File: config.mk
export PLATFORM = sky130hd
export DESIGN_NAME = alu4_core
export DESIGN_NICKNAME = d
export VERILOG_FILES = /design/src/rtl/alu4_pkg.sv /design/src/rtl/alu4_addsub.sv /design/src/rtl/alu4_logic.sv /design/src/rtl/alu4_shift.sv /design/src/rtl/alu4_core.sv
export SDC_FILE = /design/constraint.sdc
export NUM_CORES = 1
export LEC_CHECK = 0
export BUFFER_PORTS_ARGS = -buffer_cell sky130_fd_sc_hd__buf_2
export CORE_ASPECT_RATIO = 1.5
export CORE_MARGIN = 2
export CORE_UTILIZATION = 50
export DETAILED_ROUTE_END_ITERATION = 8
export PLACE_DENSITY = 0.85
export SLEW_MARGIN = 20
export SYNTH_ARGS = -nofsm -noshare
export SYNTH_HDL_FRONTEND = slang
export SYNTH_HIERARCHICAL = 1
export SYNTH_SLANG_ARGS = --single-unit
File: constraint.sdc
create_clock -name vclk -period 4.5
set_input_delay 0.9 -clock vclk [all_inputs]
set_output_delay 0.9 -clock vclk [all_outputs]
set_load 0.005 [all_outputs]
File: src/rtl/alu4_pkg.sv
package alu4_pkg;

    localparam int OP_W = 4;

    localparam logic [OP_W-1:0] OP_ADD = 4'd0;
    localparam logic [OP_W-1:0] OP_SUB = 4'd1;
    localparam logic [OP_W-1:0] OP_AND = 4'd2;
    localparam logic [OP_W-1:0] OP_OR  = 4'd3;
    localparam logic [OP_W-1:0] OP_NOT = 4'd4;
    localparam logic [OP_W-1:0] OP_XOR = 4'd5;
    localparam logic [OP_W-1:0] OP_SHL = 4'd6;
    localparam logic [OP_W-1:0] OP_SHR = 4'd7;
    localparam logic [OP_W-1:0] OP_CMP = 4'd8;

    // selector for the bitwise unit
    typedef enum logic [1:0] {
        LG_AND = 2'd0,
        LG_OR  = 2'd1,
        LG_XOR = 2'd2,
        LG_NOT = 2'd3
    } logic_sel_e;

endpackage

File: src/rtl/alu4_addsub.sv
module alu4_addsub #(
    parameter int W = 4
) (
    input  logic [W-1:0] a_i,
    input  logic [W-1:0] b_i,
    input  logic         carry_i,
    input  logic         sub_i,
    input  logic         use_carry_i,
    output logic [W-1:0] sum_o,
    output logic         carry_o
);
    localparam int SW = W + 1;

    logic [W-1:0]  b_eff;
    logic          cin_eff;
    logic [SW-1:0] sum_full;

    always_comb begin
        // subtraction as A + ~B + ~borrow_in
        b_eff    = sub_i ? ~b_i : b_i;
        cin_eff  = sub_i ? ~(use_carry_i & carry_i) : (use_carry_i & carry_i);
        sum_full = {1'b0, a_i} + {1'b0, b_eff} + {{(SW-1){1'b0}}, cin_eff};
        sum_o    = sum_full[W-1:0];
        // for subtraction the carry reported is a borrow
        carry_o  = sub_i ? ~sum_full[W] : sum_full[W];
    end
endmodule

File: src/rtl/alu4_logic.sv
module alu4_logic
    import alu4_pkg::*;
#(
    parameter int W = 4
) (
    input  logic [W-1:0] a_i,
    input  logic [W-1:0] b_i,
    input  logic_sel_e   sel_i,
    output logic [W-1:0] res_o
);
    for (genvar i = 0; i < W; i++) begin : g_bit
        always_comb begin
            case (sel_i)
                LG_AND:  res_o[i] = a_i[i] & b_i[i];
                LG_OR:   res_o[i] = a_i[i] | b_i[i];
                LG_XOR:  res_o[i] = a_i[i] ^ b_i[i];
                default: res_o[i] = ~a_i[i];
            endcase
        end
    end
endmodule

File: src/rtl/alu4_shift.sv
module alu4_shift #(
    parameter int W = 4
) (
    input  logic [W-1:0] a_i,
    input  logic         carry_i,
    input  logic         left_i,
    output logic [W-1:0] res_o,
    output logic         carry_o
);
    always_comb begin
        if (left_i) begin
            res_o   = {a_i[W-2:0], carry_i};
            carry_o = a_i[W-1];
        end else begin
            res_o   = {carry_i, a_i[W-1:1]};
            carry_o = a_i[0];
        end
    end
endmodule

File: src/rtl/alu4_core.sv
module alu4_core
    import alu4_pkg::*;
#(
    parameter int W = 4
) (
    input  logic [OP_W-1:0] op_i,
    input  logic [W-1:0]    a_i,
    input  logic [W-1:0]    b_i,
    input  logic            carry_i,
    output logic [W-1:0]    result_o,
    output logic            carry_o,
    output logic            carry_we_o,
    output logic            result_we_o,
    output logic            zero_o,
    output logic            less_o
);
    typedef struct packed {
        logic [W-1:0] res;
        logic         cout;
        logic         cwe;
        logic         rwe;
    } alu_out_t;

    alu_out_t     out_d;
    logic         is_sub;
    logic [W-1:0] as_sum;
    logic         as_cout;
    logic [W-1:0] cmp_diff;
    logic         cmp_borrow;
    logic_sel_e   lg_sel;
    logic [W-1:0] lg_res;
    logic [W-1:0] sh_res;
    logic         sh_cout;

    assign is_sub = (op_i == OP_SUB);

    // chained add/subtract path
    alu4_addsub #(.W(W)) u_arith (
        .a_i         (a_i),
        .b_i         (b_i),
        .carry_i     (carry_i),
        .sub_i       (is_sub),
        .use_carry_i (1'b1),
        .sum_o       (as_sum),
        .carry_o     (as_cout)
    );

    // carry-free comparator, also the source of the less flag
    alu4_addsub #(.W(W)) u_cmp (
        .a_i         (a_i),
        .b_i         (b_i),
        .carry_i     (1'b0),
        .sub_i       (1'b1),
        .use_carry_i (1'b0),
        .sum_o       (cmp_diff),
        .carry_o     (cmp_borrow)
    );

    always_comb begin
        case (op_i)
            OP_AND:  lg_sel = LG_AND;
            OP_OR:   lg_sel = LG_OR;
            OP_XOR:  lg_sel = LG_XOR;
            default: lg_sel = LG_NOT;
        endcase
    end

    alu4_logic #(.W(W)) u_logic (
        .a_i   (a_i),
        .b_i   (b_i),
        .sel_i (lg_sel),
        .res_o (lg_res)
    );

    alu4_shift #(.W(W)) u_shift (
        .a_i     (a_i),
        .carry_i (carry_i),
        .left_i  (op_i == OP_SHL),
        .res_o   (sh_res),
        .carry_o (sh_cout)
    );

    always_comb begin
        out_d.res  = '0;
        out_d.cout = carry_i;
        out_d.cwe  = 1'b0;
        out_d.rwe  = 1'b0;
        case (op_i)
            OP_ADD, OP_SUB: begin
                out_d.res  = as_sum;
                out_d.cout = as_cout;
                out_d.cwe  = 1'b1;
                out_d.rwe  = 1'b1;
            end
            OP_SHL, OP_SHR: begin
                out_d.res  = sh_res;
                out_d.cout = sh_cout;
                out_d.cwe  = 1'b1;
                out_d.rwe  = 1'b1;
            end
            OP_AND, OP_OR, OP_XOR, OP_NOT: begin
                out_d.res = lg_res;
                out_d.rwe = 1'b1;
            end
            OP_CMP: begin
                out_d.res = cmp_diff;
            end
            default: ;
        endcase
    end

    assign result_o    = out_d.res;
    assign carry_o     = out_d.cout;
    assign carry_we_o  = out_d.cwe;
    assign result_we_o = out_d.rwe;
    assign zero_o      = (out_d.res == '0);
    assign less_o      = cmp_borrow;

endmodule

==> metrics.md, run 1 <==
| Metric | Value |
|---|---|
| Commonest cells in the netlist | `inv_1 (19), ha_1 (14), xor2_1 (12), nand2_1 (10)` |
| DRC | `0` |
| Antenna violations before repair | `0` |
| Cell taking the most area after synthesis | `ha_1` |
| Maxcap violations | `0` |
| Cells after synthesis | `123` |
| Final worst path period need | `4.25 ns` |
| Post-DRT Antenna Nets | `0` |
| # port buffers | `22` |
| FF+latch count | `0` |
| Fillcell total | `199` |
| Overall power | `133 uW` |
| First-pass GRT wire length | `3640 um` |
| Nets | `179` |
| CP peak stage delay | `0.41 ns` |
| Die Y | `59.5 um` |
| CP max FO | `6` |
| Routed WL | `2160 um` |
| Clock power frac | `0%` |
| Post-Synth XOR/XNOR Area | `14.5%` |
| Initial drt markers | `5` |
| GPL Wtd Cong | `0.858` |
| Int Power | `64.4 uW` |
| Cell with the most instances after synthesis | `inv_1` |
| Setup violators final | `0` |
| Vias in the first global route | `914` |
| Core area | `1980 um^2` |
| I/O pin cnt | `22` |
| Switching power | `68.9 uW` |
| Status | `finished, final reports clean` |
| Simple-gate share of the synthesized area | `16.3%` |
| DR WL/cell | `12.8 um` |
| GRT Resource Usage Total | `20.5%` |
| P_leak | `0.000607 uW` |
| Number of post-CTS setup repair buffers | `0` |
| CLK BUF | `0` |
| Drt pass-1 iters | `4` |
| Post-synthesis compound-gate area fraction | `13.2%` |
| Final HPWL DP | `1830 um` |
| Site Rows | `20` |
| Largest family of logic cells by synthesized area | `adder cells` |
| Combinational share of power | `100.0%` |
| Area added between synthesis and finish | `14.0%` |
| Critical path class | `input pin to output pin` |
| Vias/cell | `5.60` |
| Top-area cell type share of the netlist area | `17.1%` |
| Pin count of the biggest net entering global routing | `24` |
| WP buf/inv | `4` |
| Synth Area per Inst | `8.34 um^2` |
| CP max stage cell | `fa_1` |
| Peak VDD IR | `0.0000640 V` |
| Fin Hold WS | `2.22 ns` |
| FF/Latch Area | `0 um^2` |
| Period utilization | `94.4%` |
| Unrepaired setup endpoints after global routing | `no` |
| Worst-margin pin slew | `0.664 ns` |
| Final Hold Vio Count | `0` |
| Die X | `41.0 um` |
| Mux cell area share after synthesis | `19.6%` |
| Antenna cells | `0` |
| Initial Utilization | `51.9%` |
| Adder-cell area share of the yosys netlist | `24.9%` |
| CP endpoint kind | `output pin` |
| Synth cell types | `31` |
| Critical Path Source Type | `input pin` |
| Vias | `940` |
| Register area share after synthesis | `0%` |
| Sum Neg Setup Slack | `0 ns` |
| Yosys warns | `6` |
| PwrDens | `114 nW/um^2` |
| Final slew viol count | `0` |
| Cts hold-fix bufs | `0` |
| Mapped Area | `1030 um^2` |
| Worst EP required | `3.60 ns` |
| Synth top area cells | `ha_1 (17%), mux4_1 (10%), xor2_1 (10%), fa_1 (7.8%), inv_1 (7.0%)` |
| Switching share of power | `51.7%` |
| PostCTS Resize Cnt | `0` |
| Worst Path Arrival | `3.35 ns` |
| Share of cells above drive strength 1 | `25.3%` |
| Max Fclk | `235 MHz` |
| Remaining global-route overflow | `0` |
| Die Area | `2440 um^2` |
| Crit-path leading delay family | `compound AO/OA/AOI/OAI gates` |
| Slew headroom | `55.3%` |
| Seq pwr share | `0%` |
| Worst path cell trace | `buf_2 -> nor4b_1 -> buf_4 -> xor2_1 -> fa_1 -> inv_1 -> fa_1 -> a21o_2 -> a21oi_2 -> xnor2_1 -> nor2_1 -> o21ai_0 -> o22ai_1 -> a21oi_1 -> buf_2` |
| Hold crit path type | `input pin to output pin` |
==> cell families (layout without fill, tap and decap cells) <==
group	after synthesis	after routing
AND/OR/NAND/NOR	28	28
AO/OA/AOI/OAI	20	20
other	2	4
buffers and inverters	25	46
multiplexers	13	13
adder cells (fa/ha/maj)	18	18
XOR/XNOR	17	17
==> tightest hold or removal path: stages <==
cell    delay [ns]
buf_2         0.09
buf_4         0.16
nor2_1        0.05
buf_2         0.12
==> per-stage QoR <==
stage          setup WS, ns  cell area, um^2  std cells  util [%]
2_1_floorplan         0.287             1030        125         -
3_3_place_gp          0.240             1170        168      59.2
3_5_place_dp          0.247             1170        168      59.2
4_1_cts               0.237             1170        168      59.2
5_1_grt              0.0180             1170        168      59.2
6_report              0.253             1170        168      59.2
==> routing by layer <==
metal | vias to the layer above | GRT usage (%) | part of all wire [%]
li1 | 473 | - | -
met1 | 444 | 21.2 | 39
met2 | 19 | 40.8 | 57
met3 | 4 | 0.752 | 3.0
met4 | 0 | 4.29 | 1.6
met5 | - | 0 | 0
==> final timing paths <==
path	from	end	slack (ns)	cells after the start
worst max-delay path	op_i[1]	carry_o	0.25	15
worst min-delay path	op_i[3]	carry_we_o	2.22	4
==> power by group through the flow <==
stage	clock [uW]	combinational [uW]	sequential, uW
after floorplan	0	93.7	0
after global placement	0	128	0
after detailed placement	0	133	0
after CTS	0	133	0
after global routing	0	151	0
final	0	133	0
==> area by class of cell <==
cell class	count	area, um^2	share of cell area, %
multi-input combinational	100	923	78.9
tap	22	27.5	2.35
timing repair buffer	27	148	12.6
inverter	19	71.3	6.10
==> cell usage in the layout (no fill, tap or decap), types with 3 or more instances in the layout <==
cell type	count
buf_2	22
inv_1	19
ha_1	14
xor2_1	12
nand2_1	10
nor4b_1	5
buf_4	5
xnor2_1	5
mux2_2	5
nor2_1	4
mux2i_1	4
a31oi_1	4
o211ai_1	4
conb_1	4
fa_1	4
mux4_1	4
o21ai_0	3
(Power assumes the default switching activity.)
==> run 2, diff against run 1 <==
Settings changed: CORE_UTILIZATION 50 to 45, PLACE_DENSITY 0.85 to default, PLACE_DENSITY_LB_ADDON from default to 0.15.
==> run 2 against run 1 <==
First-iteration DRC count rose to 5.2 times the previous value. Via count grew 1.7%. Die area rose by 10%. Worst setup slack lost 0.043 ns. Final cell count up 2.4%. Design area is 2.0% higher. Clock-buffer cell count unchanged. Flip-flop and latch count unchanged. Critical endpoint unchanged.
==> metrics.md, run 2 (synthesized netlist as in run 1, its figures left out) <==
| Metric | Value |
|---|---|
| Overall power | `136 uW` |
| Crit. Startpoint | `op_i[1]` |
| Routed WL | `2390 um` |
| Seq pwr share | `0%` |
| Unrepaired setup endpoints after global routing | `no` |
| Final worst path period need | `4.29 ns` |
| Initial drt markers | `26` |
| Dpl ws | `0.187 ns` |
| Area added between synthesis and finish | `16.3%` |
| # port buffers | `22` |
| Hold crit path type | `input pin to output pin` |
| CP endpoint kind | `output pin` |
| Pin count of the biggest net entering global routing | `24` |
| P_leak | `0.000622 uW` |
| First-pass GRT wire length | `3770 um` |
| Clock power frac | `0%` |
| Cts hold-fix bufs | `0` |
| Critical path class | `input pin to output pin` |
| Drt pass-1 iters | `4` |
| Die Area | `2690 um^2` |
| GRT Resource Usage Total | `17.3%` |
| Die Y | `62.5 um` |
| DRC | `0` |
| Die X | `43.0 um` |
| Fin area | `1190 um^2` |
| Nets | `182` |
| Post-DRT Antenna Nets | `0` |
| Peak VDD IR | `0.0000592 V` |
| Core area | `2210 um^2` |
| Vias/cell | `5.56` |
| DR WL/cell | `13.9 um` |
| Site Rows | `21` |
| Antenna violations before repair | `0` |
| Share of cells above drive strength 1 | `26.8%` |
| GPL Wtd Cong | `0.873` |
| Worst Path Arrival | `3.39 ns` |
| Int Power | `65.4 uW` |
| Status | `finished, final reports clean` |
| Critical Path Source Type | `input pin` |
| Combinational share of power | `100.0%` |
| Maxcap violations | `0` |
| Switching share of power | `52.0%` |
| Vias in the first global route | `904` |
| Vias | `956` |
| Remaining global-route overflow | `0` |
| Hold path cells | `4` |
| Most common cell after layout, fill and taps aside | `buf_2` |
| Final HPWL DP | `1940 um` |
| Most frequent cells in the layout | `buf_2 (22), inv_1 (19), ha_1 (14)` |
| Worst setup margin | `0.209 ns` |
| Switching power | `70.7 uW` |
| PwrDens | `114 nW/um^2` |
| Final Hold Vio Count | `0` |
| Antenna cells | `0` |
| I/O pin cnt | `22` |
| FF/Latch Area | `0 um^2` |
| CLK BUF | `0` |
| CP max FO | `5` |
| Setup violators final | `0` |
| Initial Utilization | `46.5%` |
| Placed inst area | `1180 um^2` |
| Worst EP required | `3.60 ns` |
| FF+latch count | `0` |
| Final slew viol count | `0` |
| Max Fclk | `233 MHz` |
| Hold path startpoint | `op_i[3]` |
| Period utilization | `95.3%` |
| Worst-margin pin slew | `0.524 ns` |
| WHS Endpoint | `carry_we_o` |
| Sum Neg Setup Slack | `0 ns` |
| Slew headroom | `64.6%` |
==> run 2: cell types whose count changed in the layout (fill, tap and decap cells not counted) <==
cell / change
buf_4: +3
==> run 2: power groups by stage <==
stage	registers [uW]	clock network [uW]	logic (uW)
after detailed placement	0	0	134
after CTS	0	0	135
after global routing	0	0	151
after global placement	0	0	131
final	0	0	136
after floorplan	0	0	93.7
==> run 2: worst max-delay path by stage <==
stage / end / cells after the start / slack (ns)
6_report: carry_o / 15 / 0.21
5_1_grt: carry_o / 15 / 0.03
4_1_cts: carry_o / 15 / 0.17
3_5_place_dp: carry_o / 15 / 0.19
3_3_place_gp: carry_o / 15 / 0.23
2_1_floorplan: carry_o / 15 / 0.29
==> run 2: layer usage <==
layer | up-vias | GRT usage [%] | wire length, um
li1 | 477 | - | -
met1 | 452 | 20.9 | 972
met2 | 27 | 35.0 | 1310
met3 | 0 | 0 | 111
met4 | 0 | 0 | 0
met5 | - | 0 | 0
==> run 2: critical path, stage by stage <==
cell     delay [ns]
buf_2          0.11
nor4b_1        0.28
buf_4          0.20
xnor2_1        0.16
fa_1           0.21
inv_1          0.07
fa_1           0.42
a21o_2         0.24
a21oi_2        0.14
xnor2_1        0.13
nor2_1         0.06
o21ai_0        0.15
o22ai_1        0.10
a21oi_1        0.11
buf_2          0.12
==> run 2: what timing repair did <==
action / CTS / global route
setup buffers: 0 / 2
resized for setup: 0 / 0
endpoints found under the setup margin: 0 / 1
==> run 2: per-stage QoR <==
stage / hold slack (ns) / utilization [%] / cells
after floorplan: 1.98 / - / 125
after global routing: 2.25 / 54.1 / 172
final: 2.22 / 54.1 / 172
after global placement: 2.22 / 53.4 / 170
after detailed placement: 2.22 / 53.4 / 170
after CTS: 2.23 / 53.4 / 170
==> run 2: cell type report <==
class,instances,area [um^2]
multi-input combinational,100,923
timing repair buffer,30,170
inverter,19,71.3
tap,23,28.8
fill,232,1010
==> run 3, diff against run 2 <==
==> constraint.sdc (replaced) <==
create_clock -name vclk -period 4.5
set_input_delay 0 -clock vclk [all_inputs]
set_output_delay 0 -clock vclk [all_outputs]
set_load 0.005 [all_outputs]
==> run 3 against run 2 <==
Worst setup slack better by 1.7 ns. Final cell count down 4.1%. Fmax up 63%. First-iteration DRC count down 65%. Clock-buffer cell count unchanged. Flip-flop and latch count unchanged. Critical endpoint is now zero_o. Highest routed layer is now met4.
==> metrics.md, run 3 (synthesized netlist as in run 1, its figures left out) <==
| Metric | Value |
|---|---|
| Number of post-CTS setup repair buffers | `0` |
| GRT Resource Usage Total | `18.1%` |
| Die Area | `2690 um^2` |
| Period utilization | `58.6%` |
| Nets | `175` |
| FF/Latch Area | `0 um^2` |
| Hold path cells | `3` |
| Hold path startpoint | `op_i[3]` |
| WP buf/inv | `4` |
| Most common cell after layout, fill and taps aside | `buf_2` |
| Core area | `2210 um^2` |
| Most frequent cells in the layout | `buf_2 (22), inv_1 (19), ha_1 (14)` |
| Fin Hold WS | `0.380 ns` |
| DR WL/cell | `14.3 um` |
| WHS Endpoint | `carry_we_o` |
| Worst path cell trace | `buf_2 -> nor4b_1 -> buf_4 -> xnor2_1 -> fa_1 -> inv_1 -> fa_1 -> nor4b_1 -> a31oi_1 -> o211ai_1 -> nor4_2 -> buf_2` |
| PostCTS Resize Cnt | `0` |
| Number of gates on the worst path with buffers counted | `12` |
| Routed WL | `2360 um` |
| # port buffers | `22` |
| Worst setup margin | `1.86 ns` |
| Vias/cell | `5.69` |
| Sum Neg Setup Slack | `0 ns` |
| Critical Path Source Type | `input pin` |
| Initial Utilization | `46.5%` |
| Peak VDD IR | `0.0000696 V` |
| Share of cells above drive strength 1 | `23.2%` |
| Maxcap violations | `0` |
| CP peak stage delay | `0.42 ns` |
| Max Fclk | `379 MHz` |
| PwrDens | `117 nW/um^2` |
| Setup violators final | `0` |
| Remaining global-route overflow | `0` |
| Worst Path Arrival | `2.64 ns` |
| FF+latch count | `0` |
| Cts hold-fix bufs | `0` |
| Fin util | `51.7%` |
| Critical path class | `input pin to output pin` |
| Status | `finished, final reports clean` |
| DRC | `0` |
| GPL Wtd Cong | `0.843` |
| Slew headroom | `55.5%` |
| Worst-margin pin slew | `0.660 ns` |
| First-pass GRT wire length | `3890 um` |
| Post-DRT Antenna Nets | `0` |
| Placed insts | `165` |
| Initial drt markers | `9` |
| CP max stage cell | `fa_1` |
| Antenna violations before repair | `0` |
| I/O pin cnt | `22` |
| Vias in the first global route | `848` |
| Pin count of the biggest net entering global routing | `25` |
| Crit-path leading delay family | `adder cells` |
| Vias | `939` |
| Site Rows | `21` |
| CP endpoint kind | `output pin` |
| CLK BUF | `0` |
| P_leak | `0.000588 uW` |
| Drt pass-1 iters | `4` |
| Final HPWL DP | `1960 um` |
| Fillcell total | `235` |
| Fin cells | `165` |
| Antenna cells | `0` |
| Die Y | `62.5 um` |
| Final Hold Vio Count | `0` |
| Die X | `43.0 um` |
| Worst EP required | `4.50 ns` |
| Unrepaired setup endpoints after global routing | `no` |
| Hold crit path type | `input pin to output pin` |
| Final worst path period need | `2.64 ns` |
| Final slew viol count | `0` |
| CP max FO | `24` |
| Dpl ws | `1.82 ns` |
| Area added between synthesis and finish | `11.2%` |
==> run 3: area by class of cell <==
type | instances | area, um^2 | share of cell area, %
Timing Repair Buffer | 23 | 118 | 10.3
Inverter | 19 | 71.3 | 6.25
Multi-Input combinational cell | 100 | 923 | 80.9
Tap cell | 23 | 28.8 | 2.52
==> run 3: worst max-delay path by stage <==
stage	from	end
3_3_place_gp	op_i[2]	zero_o
3_5_place_dp	op_i[2]	carry_o
4_1_cts	op_i[2]	carry_o
6_report	op_i[2]	zero_o
5_1_grt	op_i[2]	carry_o
2_1_floorplan	op_i[2]	carry_o
==> run 3: report_power, final <==
part | switching (uW) | internal, uW
clock network | 0 | 0
registers | 0 | 0
logic | 70.5 | 62.5
==> run 3: through the flow <==
| step | instance area (um^2) | power [uW] |
|---|---|---|
| after global placement | 1140 | 131 |
| after detailed placement | 1140 | 134 |
| after floorplan | 1030 | 93.7 |
| after global routing | 1140 | 150 |
| after CTS | 1140 | 135 |
| final | 1140 | 133 |
==> run 3: layer usage <==
layer  share of wire (%)  global-route usage (%)  vias up
met5                   0                       0        -
met4                 4.2                    6.44        0
li1                    -                       -      464
met1                  41                    22.7      439
met2                  51                    32.6       28
met3                 3.9                       0        8
